===== src/rtl/cbs_pkg.sv =====
package cbs_pkg;

    typedef enum logic [1:0] {
        CYC_SLOW = 2'd0,
        CYC_FAST = 2'd1,
        CYC_DMA  = 2'd2
    } cyc_kind_e;

    typedef struct packed {
        logic rd_n;
        logic wr_n;
    } strobe_t;

    // DMA timing wins over the fast-region flag.
    function automatic cyc_kind_e pick_kind(input logic fast, input logic dma);
        if (dma) begin
            return CYC_DMA;
        end else if (fast) begin
            return CYC_FAST;
        end
        return CYC_SLOW;
    endfunction

endpackage


===== src/rtl/cbs_cycle_timer.sv =====
module cbs_cycle_timer
    import cbs_pkg::*;
#(
    parameter int FAST_LEN = 6,
    parameter int FAST_ACT = 3,
    parameter int SLOW_LEN = 8,
    parameter int SLOW_ACT = 3,
    parameter int DMA_LEN  = 8,
    parameter int DMA_ACT  = 4
) (
    input  logic clk_i,
    input  logic rst_i,
    input  logic fast_i,
    input  logic dma_i,
    output logic phi2_o
);

    localparam int MAX_FS  = (FAST_LEN > SLOW_LEN) ? FAST_LEN : SLOW_LEN;
    localparam int MAX_LEN = (MAX_FS > DMA_LEN) ? MAX_FS : DMA_LEN;
    localparam int CNT_W   = (MAX_LEN > 2) ? $clog2(MAX_LEN) : 1;

    typedef logic [CNT_W-1:0] cnt_t;

    localparam cnt_t FAST_LAST = cnt_t'(FAST_LEN - 1);
    localparam cnt_t SLOW_LAST = cnt_t'(SLOW_LEN - 1);
    localparam cnt_t DMA_LAST  = cnt_t'(DMA_LEN - 1);
    localparam cnt_t FAST_LO   = cnt_t'(FAST_LEN - FAST_ACT);
    localparam cnt_t SLOW_LO   = cnt_t'(SLOW_LEN - SLOW_ACT);
    localparam cnt_t DMA_LO    = cnt_t'(DMA_LEN - DMA_ACT);

    typedef struct packed {
        cnt_t      cnt;
        cyc_kind_e kind;
        logic      phi2;
    } tmr_t;

    tmr_t tmr_d, tmr_q;

    function automatic cnt_t last_of(input cyc_kind_e k);
        case (k)
            CYC_FAST: return FAST_LAST;
            CYC_DMA:  return DMA_LAST;
            default:  return SLOW_LAST;
        endcase
    endfunction

    // First count value of the high phase.
    function automatic cnt_t lo_of(input cyc_kind_e k);
        case (k)
            CYC_FAST: return FAST_LO;
            CYC_DMA:  return DMA_LO;
            default:  return SLOW_LO;
        endcase
    endfunction

    always_comb begin
        tmr_d = tmr_q;
        if (tmr_q.cnt == last_of(tmr_q.kind)) begin
            tmr_d.cnt  = '0;
            tmr_d.kind = pick_kind(fast_i, dma_i);
        end else begin
            tmr_d.cnt  = tmr_q.cnt + cnt_t'(1);
        end
        tmr_d.phi2 = (tmr_d.cnt >= lo_of(tmr_d.kind));
    end

    always_ff @(posedge clk_i) begin
        if (rst_i) begin
            tmr_q.cnt  <= '0;
            tmr_q.kind <= CYC_SLOW;
            tmr_q.phi2 <= 1'b0;
        end else begin
            tmr_q <= tmr_d;
        end
    end

    assign phi2_o = tmr_q.phi2;

endmodule


===== src/rtl/cbs_bank_latch.sv =====
module cbs_bank_latch #(
    parameter int BANK_W = 8
) (
    input  logic              clk_i,
    input  logic              rst_i,
    input  logic              phi2_i,
    input  logic [BANK_W-1:0] data_i,
    output logic [BANK_W-1:0] bank_o
);

    logic [BANK_W-1:0] bank_d, bank_q;

    always_comb begin
        bank_d = bank_q;
        if (!phi2_i) begin
            bank_d = data_i;
        end
    end

    always_ff @(posedge clk_i) begin
        if (rst_i) begin
            bank_q <= '0;
        end else begin
            bank_q <= bank_d;
        end
    end

    assign bank_o = bank_q;

endmodule


===== src/rtl/cbs_strobe_decode.sv =====
module cbs_strobe_decode
    import cbs_pkg::*;
(
    input  logic phi2_i,
    input  logic rwb_i,
    input  logic vda_i,
    input  logic vpa_i,
    output logic rd_n_o,
    output logic wr_n_o
);

    strobe_t stb_d;
    logic    mem_cycle;

    always_comb begin
        mem_cycle  = vda_i | vpa_i;
        stb_d.rd_n = 1'b1;
        stb_d.wr_n = 1'b1;
        if (phi2_i && mem_cycle) begin
            if (rwb_i) begin
                stb_d.rd_n = 1'b0;
            end else begin
                stb_d.wr_n = 1'b0;
            end
        end
    end

    assign rd_n_o = stb_d.rd_n;
    assign wr_n_o = stb_d.wr_n;

endmodule


===== src/rtl/cpu_bus_strobe_gen.sv =====
module cpu_bus_strobe_gen #(
    parameter int FAST_LEN = 6,
    parameter int FAST_ACT = 3,
    parameter int SLOW_LEN = 8,
    parameter int SLOW_ACT = 3,
    parameter int DMA_LEN  = 8,
    parameter int DMA_ACT  = 4,
    parameter int OFFSET_W = 16,
    parameter int BANK_W   = 8,
    localparam int ADDR_W  = BANK_W + OFFSET_W
) (
    input  logic                clk_i,
    input  logic                rst_i,
    input  logic                rwb_i,
    input  logic                vda_i,
    input  logic                vpa_i,
    input  logic [OFFSET_W-1:0] offset_i,
    input  logic [BANK_W-1:0]   data_i,
    input  logic                fast_i,
    input  logic                dma_i,
    output logic                phi2_o,
    output logic [BANK_W-1:0]   bank_o,
    output logic [ADDR_W-1:0]   addr_o,
    output logic                rd_n_o,
    output logic                wr_n_o
);

    logic phi2;
    logic [BANK_W-1:0] bank;

    cbs_cycle_timer #(
        .FAST_LEN(FAST_LEN), .FAST_ACT(FAST_ACT),
        .SLOW_LEN(SLOW_LEN), .SLOW_ACT(SLOW_ACT),
        .DMA_LEN (DMA_LEN),  .DMA_ACT (DMA_ACT)
    ) u_timer (
        .clk_i (clk_i),
        .rst_i (rst_i),
        .fast_i(fast_i),
        .dma_i (dma_i),
        .phi2_o(phi2)
    );

    cbs_bank_latch #(.BANK_W(BANK_W)) u_bank (
        .clk_i (clk_i),
        .rst_i (rst_i),
        .phi2_i(phi2),
        .data_i(data_i),
        .bank_o(bank)
    );

    cbs_strobe_decode u_stb (
        .phi2_i(phi2),
        .rwb_i (rwb_i),
        .vda_i (vda_i),
        .vpa_i (vpa_i),
        .rd_n_o(rd_n_o),
        .wr_n_o(wr_n_o)
    );

    assign phi2_o = phi2;
    assign bank_o = bank;
    assign addr_o = {bank, offset_i};

endmodule


===== config.mk =====
export PLATFORM = sky130hd
export DESIGN_NAME = cpu_bus_strobe_gen
export DESIGN_NICKNAME = d
export VERILOG_FILES = /design/src/rtl/cbs_pkg.sv /design/src/rtl/cbs_cycle_timer.sv /design/src/rtl/cbs_bank_latch.sv /design/src/rtl/cbs_strobe_decode.sv /design/src/rtl/cpu_bus_strobe_gen.sv
export SDC_FILE = /design/constraint.sdc
export NUM_CORES = 1
export LEC_CHECK = 0
export BUFFER_PORTS_ARGS = -buffer_cell sky130_fd_sc_hd__buf_2
export CAP_MARGIN = 20
export CORE_MARGIN = 4
export CORE_UTILIZATION = 39
export DETAILED_ROUTE_END_ITERATION = 10
export MAX_ROUTING_LAYER = met4
export PLACE_DENSITY_LB_ADDON = 0.2
export SYNTH_ARGS = -nofsm -noshare
export SYNTH_HDL_FRONTEND = slang
export SYNTH_HIERARCHICAL = 1
export SYNTH_SLANG_ARGS = --single-unit

===== constraint.sdc =====
create_clock -name clk_i -period 2.09 [get_ports clk_i]
set_input_delay 0.418 -clock clk_i [delete_from_list [all_inputs] [get_ports clk_i]]
set_output_delay 0.418 -clock clk_i [all_outputs]
set_load 0.005 [all_outputs]

Word-level counts from Yosys, hierarchy flattened. Cells that the tools add are included.

Register bits after elaboration: 14. Input port bits: 31. Output and inout bits: 35. Word-level logic and storage cells: 25.

$add $sub $neg: 1. Order comparisons: 1. Equality and inequality tests: 4. Multiplexer cells: 13. Bitwise operators: 1. Reductions and logical operators: 1.

Operators by type and width (number): $mux W2 (6); $pmux W3 S2 (1); $mux W1 (5); $eq A2 B1 Y1 const B (2); $add A3 B1 Y3 const B (1); $eq A3 B3 Y1 (1); $ge A3 B3 Y1 (1); $mux W3 (1); $eq A2 B2 Y1 const B (1); $logic_and A1 B1 Y1 (1); $or A1 B1 Y1 (1).

Depth between registers and ports, before layout. Gate-level depths: netlist (run 1).

Depth in word-level cells: 9. Mapped depth: 9. Mapped depth without buffers: 9.

Modules after synthesis. The synthesis (run 1) kept the hierarchy.

By module, submodules not included: cbs_cycle_timer (instances 1, cells an instance 44, area an instance 387.9 µm², seq. area each 120.1 µm²); cbs_bank_latch (instances 1, cells an instance 26, area an instance 285.3 µm², seq. area each 160.2 µm²); cpu_bus_strobe_gen (instances 1, cells an instance 24, area an instance 180.2 µm², seq. area each 0.0 µm²); cbs_strobe_decode (instances 1, cells an instance 3, area an instance 18.8 µm², seq. area each 0.0 µm²).

Worst setup path before layout (run 1). OpenSTA, ideal clock, no wires.

Kind: flip-flop to flip-flop. Start: register u_timer/tmr_q[2] (netlist name). End: register, netlist name u_timer/phi2_o. Library setup time: 114 ps. Arrival time: 1642 ps. Data required time: 1976 ps. Setup slack: 334 ps. Stages on the path, launching flop included: 9. Path buffers: 0. Period minus slack after synthesis: 1756 ps. Cells stage by stage: dfxtp_1 > nand2b_4 > xor2_2 > nor2_4 > mux2_4 > ha_1 > a21o_1 > a21oi_1 > nor2_1.

Word-level cells in the longest chain between the ends: 7. Elaborated cells between the ends (all ways): 9. Classes of those cells: 1 x order compare; 4 x eq/ne; 4 x mux.

Ends and longest elaborated chain: start: declaration (line cbs_cycle_timer.sv:37) `tmr_t tmr_d, tmr_q;`; start signal: assignment (line cbs_cycle_timer.sv:73) `tmr_q <= tmr_d;`; $eq A2 B1 Y1 (line cbs_cycle_timer.sv:40) `case (k)`; $mux W2 (line cbs_cycle_timer.sv:40); $eq A3 B3 Y1 (line cbs_cycle_timer.sv:58) `if (tmr_q.cnt == last_of(tmr_q.kind)) begin`; $mux W2 (line cbs_cycle_timer.sv:58); $eq A2 B2 Y1 / $eq A2 B1 Y1 (equally long branches) (line cbs_cycle_timer.sv:49) `case (k)`; $pmux W3 S2 (line cbs_cycle_timer.sv:49); $ge A3 B3 Y1 (*) (line cbs_cycle_timer.sv:64) `tmr_d.phi2 = (tmr_d.cnt >= lo_of(tmr_d.kind));`.

Every way passes the cells marked *; elsewhere a longest branch is shown, timed or not. A chain may end at the register's enable or synchronous reset.

Worst setup path in the final report (run 1).
Start: register u_timer/tmr_q[2] (netlist name). End: register, netlist name u_timer/phi2_o.

Word-level cells in the longest chain between the ends: 7. Elaborated cells between the ends (all ways): 9. Classes of those cells: 1 x order compare; 4 x eq/ne; 4 x mux.

Ends and longest elaborated chain (line): $eq A2 B1 Y1 (cbs_cycle_timer.sv:40); $mux W2 (cbs_cycle_timer.sv:40); $eq A3 B3 Y1 (cbs_cycle_timer.sv:58); $mux W2 (cbs_cycle_timer.sv:58); $eq A2 B2 Y1 / $eq A2 B1 Y1 (equally long branches) (cbs_cycle_timer.sv:49); $pmux W3 S2 (cbs_cycle_timer.sv:49); $ge A3 B3 Y1 (*) (cbs_cycle_timer.sv:64).

Marked as above.

==> impl_metrics.tcl, run 1 <==
set metrics [dict create \
    grt_first_pass_wirelength_um 2480 \
    cp_max_fo 5 \
    drv_cap 0 \
    holdCritPathClass "in -> reg" \
    place.gp.congestion 0.897 \
    ios 66 \
    postCtsSetupBuffers 0 \
    synth_area_per_cell_um2 8.99 \
    ant_nets 0 \
    max-vdd-ir-drop_v 0.000532 \
    cp.arrival_ps 2050 \
    worst_slack_ps 205 \
    hold_buffers 0 \
    crit_required_ps 2250 \
    drc 0 \
    core_mm2 0.00204 \
    clk_pin_slew_ps 80 \
    clkSinkCount 14 \
    antenna_found_initial 0 \
    period_minus_slack_ps 1880 \
    synth_seq_cells 14 \
    clk_latency_ps 270 \
    yosys_warnings 6 \
    io_buffer_count 33 \
    hpwl_um 1210 \
    yosys.area.top_type_share_pct 32.1 \
    worstMarginPinSlew_ps 338 \
    syn2layout_area_growth_pct 6.74 \
    antenna_cells 0 \
    max_freq_mhz 531 \
    avgViaCountPerCell 4.68 \
    initial_core_util_pct 42.7 \
    routed_wl_um 1510 \
    status "complete, no violations" \
    synth.most_common_cell "buf_4" \
    htreeDepth 1 \
    first_pass_iters 4 \
    p_per_area_mw_per_mm2 632 \
    place_area_um2 895 \
    root_buffer "clkbuf_4" \
    fin_hold_ws_ps 372 \
    synth_area_leaders "dfxtp_1 32%, buf_4 21%, mux2i_1 10%" \
    cts_buffers 3 \
    synth_edf_count 0 \
    setup_tns_ps 0 \
    grt_util_all_layers_pct 9.98 \
    routedWlPerCell_um 11.0 \
    yosys.area.top_type "dfxtp_1" \
    rsz0062_at_grt "no" \
    die_w_um 55.3 \
    cp-start-kind "flop" \
    fin_area_um2 931 \
    syn_nets 132 \
    fin_cells 137 \
    synth_common_cells "24 x buf_4, 15 x nor2_1, 14 x dfxtp_1" \
    synth_flop_cell "dfxtp_1" \
    cts_tree "done" \
    fill_cells 215 \
    synth_cell_type_count 28 \
    drive_above_1_share_pct 40.9 \
    grt_max_degree 16 \
    yosysSeqAreaShare_pct 32.1 \
    final_nets 146 \
    end_kind "flop" \
    post_cts_resized 0 \
    grt_pass1_vias 542 \
    drv_slew 0 \
    clock_path_buffers 2 \
    synth_cells 97 \
    leakage_nw 0.426 \
    drt_iter0_drc 11 \
    critPathKind "reg -> reg" \
    vias 641 \
    syn-cell-area_um2 872 \
    max_slew_margin_pct 77.2 \
    async_flop_share_pct 0 \
    pre_cts_slack_ps 229 \
    dp_cells 133 \
    setup_viol 0 \
    final_hold_viol_count 0 \
    fp-row-count 16 \
    fin_skew_ps 0.576 \
    dieArea_mm2 0.00306 \
    fin_crit_sh_pct 90.2 \
    die_h_um 55.3 \
    overflow 0 \
]
-- cell type report --
class                           count  area [µm²]  share of cell area [%]
Sequential cell                    14         280                    30.1
Timing Repair Buffer               36         188                    20.2
Multi-Input combinational cell     54         385                    41.4
Clock buffer                        4        36.3                    3.90
Tap cell                           27        33.8                    3.63
Inverter                            2        7.51                   0.806
-- layer usage --
metal	up-vias	wire length (µm)	part of all wire [%]	GRT usage [%]
met1	282	663	44	11.5
met4	0	13	0.86	2.43
met3	6	180	12	5.59
li1	323	-	-	-
met2	30	653	43	15.0
met5	-	0	0	-
-- worst max-delay path, cell delays in order (launching register included) --
cell	delay, ps
dfxtp_1	360
nand2b_4	160
xor2_2	280
nor2_1	90
a31oi_1	160
ha_1	250
nand2b_1	140
a21o_1	170
a21oi_1	130
nor2_1	50
-- logic make-up (layout without fill, tap and decap cells) --
| family | Yosys count | count (layout) | synth area share (%) |
|---|---|---|---|
| buffers and inverters | 29 | 42 | 23.7 |
| AO/OA/AOI/OAI | 11 | 11 | 7.75 |
| adder cells (fa/ha/maj) | 4 | 4 | 5.74 |
| flip-flops | 14 | 14 | 32.1 |
| XOR/XNOR | 1 | 1 | 1.87 |
| AND/OR/NAND/NOR | 28 | 28 | 16.8 |
| multiplexers | 10 | 10 | 12.1 |
-- power by group --
group	switching [mW]	internal (mW)	leakage [nW]
clock	0.0818	0.106	0.0210
combinational	0.0506	0.0562	0.290
sequential	0.0106	0.283	0.116
-- state kept, by name, indices dropped and copies added (netlist names) --
name and cells:
u_bank/bank_o 8, u_timer/tmr_q 5, u_timer/phi2_o 1
-- layout by cell type, fill, tap and decap left out --
cell | netlist | routed
nor2_4 | 1 | 1
nand3_1 | 2 | 2
nor2b_1 | 1 | 1
a21oi_1 | 2 | 2
a211oi_1 | 1 | 1
clkbuf_8 | 0 | 1
nand2_1 | 2 | 2
xor2_2 | 1 | 1
nand2b_4 | 1 | 1
o21ai_1 | 1 | 1
clkbuf_4 | 0 | 3
nor2_1 | 15 | 15
and2b_2 | 1 | 1
ha_1 | 4 | 4
mux2_4 | 1 | 1
nand2b_1 | 3 | 3
o21ai_0 | 3 | 3
a31oi_1 | 1 | 1
inv_1 | 2 | 2
or2_1 | 1 | 1
buf_4 | 24 | 3
mux2i_1 | 9 | 9
o41ai_1 | 1 | 1
nor3b_1 | 1 | 1
o211ai_1 | 1 | 1
a21o_1 | 1 | 1
buf_2 | 0 | 33
dfxtp_1 | 14 | 14
-- stage by stage --
stage | power, mW | utilization [%]
2_1_floorplan | 0.395 | -
3_3_place_gp | 0.407 | 43.8
3_5_place_dp | 0.408 | 43.8
4_1_cts | 0.599 | 45.6
5_1_grt | 0.626 | 45.6
6_report | 0.588 | 45.6
-- path summary, 6_finish.rpt --
| kind | endpoint | from | slack, ps | cells past startpoint |
|---|---|---|---|---|
| setup reg to reg | u_timer/phi2_o | u_timer/tmr_q[2] | 210 | 9 |
| hold reg to reg | u_bank/bank_o[5] | u_bank/bank_o[5] | 510 | 2 |
| hold / removal | u_bank/bank_o[0] | data_i[0] | 370 | 3 |
| setup / recovery | u_timer/phi2_o | u_timer/tmr_q[2] | 210 | 9 |
(Power assumes the default switching activity.)
==> run 2, diff against run 1 <==
--- a/config.mk
+++ b/config.mk
@@ -14,5 +14,4 @@
 export PLACE_DENSITY_LB_ADDON = 0.2
 export SYNTH_ARGS = -nofsm -noshare
 export SYNTH_HDL_FRONTEND = slang
-export SYNTH_HIERARCHICAL = 1
 export SYNTH_SLANG_ARGS = --single-unit
==> impl_metrics.tcl, run 2 <==
set metrics [dict create \
    synth_cells 91 \
    ios 66 \
    syn2layout_area_growth_pct 4.27 \
    postCtsSetupBuffers 0 \
    synth_cell_type_count 27 \
    first_pass_iters 1 \
    cp.arrival_ps 2060 \
    final_cell_mix "33 x buf_2, 14 x dfxtp_1, 11 x nor2_1" \
    fin_cells 128 \
    leakage_nw 0.407 \
    critPathKind "reg -> reg" \
    async_flop_share_pct 0 \
    largest_register_ffs 8 \
    yosysSeqAreaShare_pct 33.0 \
    io_buffer_count 33 \
    core_mm2 0.00202 \
    grt_first_pass_wirelength_um 2110 \
    setup_tns_ps 0 \
    end_kind "flop" \
    hpwl_um 1170 \
    synth.most_common_cell "buf_4" \
    fp-row-count 16 \
    vias 589 \
    final_nets 138 \
    final_hold_viol_count 0 \
    antenna_found_initial 0 \
    hold_buffers 0 \
    fin_skew_ps 1.45 \
    die_w_um 54.7 \
    max_freq_mhz 526 \
    place.gp.congestion 0.805 \
    max_slew_margin_pct 81.2 \
    drt_iter0_drc 0 \
    post_cts_resized 0 \
    yosys_warnings 0 \
    cp-start-kind "flop" \
    critical_path.max_stage_delay_ps 410 \
    max-vdd-ir-drop_v 0.000287 \
    path_buf_inv 0 \
    path_cells "nand2b_4, xor2_2, nor2_4, mux2_4, ha_1, a21o_1, a21oi_1, nor2_1" \
    grt_pass1_vias 507 \
    die_h_um 54.7 \
    drv_slew 0 \
    dp_cells 125 \
    syn_nets 126 \
    root_buffer "clkbuf_4" \
    synth_common_cells "24 x buf_4, 14 x dfxtp_1, 11 x nor2_1" \
    cp_max_fo 7 \
    post-route-util_pct 43.8 \
    layout_commonest_cell "buf_2" \
    grt_max_degree 16 \
    synth_edf_count 0 \
    cts_buffers 3 \
    clk_latency_ps 270 \
    cts_tree "done" \
    drc 0 \
    grt_util_all_layers_pct 10.4 \
    r2r_slack_ps 190 \
    htreeDepth 1 \
    drv_cap 0 \
    yosys.area.top_type_share_pct 33.0 \
    clock_path_buffers 2 \
    holdCritPathClass "in -> reg" \
    syn-cell-area_um2 850 \
    dieArea_mm2 0.00299 \
    fin_total_pwr_uw 539 \
    routed_wl_um 1470 \
    p_per_area_mw_per_mm2 608 \
    critPathTopFamily "flip-flops" \
    clk_pin_slew_ps 80 \
    period_minus_slack_ps 1900 \
    clkSinkCount 14 \
    antenna_cells 0 \
    initial_core_util_pct 42.0 \
    worstMarginPinSlew_ps 278 \
    synth_area_leaders "dfxtp_1 33%, buf_4 21%, mux2i_1 11%" \
    status "complete, no violations" \
    synth_flop_cell "dfxtp_1" \
    yosys.area.top_type "dfxtp_1" \
    avgViaCountPerCell 4.60 \
    setup_viol 0 \
    synth_seq_cells 14 \
    slowest_stage "dfxtp_1" \
    overflow 0 \
    routedWlPerCell_um 11.5 \
    ant_nets 0 \
    synth_area_per_cell_um2 9.34 \
    crit_required_ps 2250 \
    rsz0062_at_grt "no" \
    drive_above_1_share_pct 42.6 \
    fin_crit_sh_pct 91.0 \
]
[run 2: cells by family after synthesis]
group	synth area share, %
AO/OA/AOI/OAI	8.54
XOR/XNOR	2.95
AND/OR/NAND/NOR	13.7
adder cells (fa/ha/maj)	5.89
buffers and inverters	23.6
flip-flops	33.0
multiplexers	12.4
[run 2: stage by stage]
stage | setup slack [ps] | hold slack (ps) | instance area [µm²]
after detailed placement | 188 | 442 | 863
after global routing | 49.0 | 389 | 886
after global placement | 247 | 441 | 863
after floorplan | 300 | 413 | 850
final | 188 | 373 | 886
after CTS | 178 | 361 | 886
[run 2: per-layer routing]
| metal | track usage, % | up-vias | share of wire (%) |
|---|---|---|---|
| met2 | 15.6 | 34 | 41 |
| met5 | - | - | 0 |
| met1 | 11.7 | 250 | 42 |
| li1 | - | 299 | - |
| met4 | 8.30 | 0 | 2.1 |
| met3 | 2.45 | 6 | 15 |
[run 2: worst paths after layout]
| check | startpoint | endpoint | cells after the start |
|---|---|---|---|
| max | u_timer.tmr_q[1] | u_timer.phi2_o | 8 |
| min | data_i[2] | u_bank.bank_o[2] | 3 |
| max reg2reg | u_timer.tmr_q[1] | u_timer.phi2_o | 8 |
| min reg2reg | u_timer.tmr_q[3] | u_timer.tmr_q[3] | 1 |
[run 2: report_power, final]
group          internal [mW]  leakage (nW)  switching, mW  total [mW]
Clock                 0.0666        0.0138         0.0778       0.144
Combinational         0.0532         0.277         0.0448      0.0980
Sequential             0.283         0.116         0.0128       0.296
[run 2: tightest hold or removal path, cell delays in order]
cell and delay, ps:
buf_2 70, mux2i_1 50, nor2_1 70
[run 2: layout make-up]
cell class                      count  area [µm²]
Timing Repair Buffer               34         173
Fill cell                         203        1140
Tap cell                           27        33.8
Multi-Input combinational cell     48         369
Sequential cell                    14         280
Inverter                            2        7.51
Clock buffer                        3        22.5
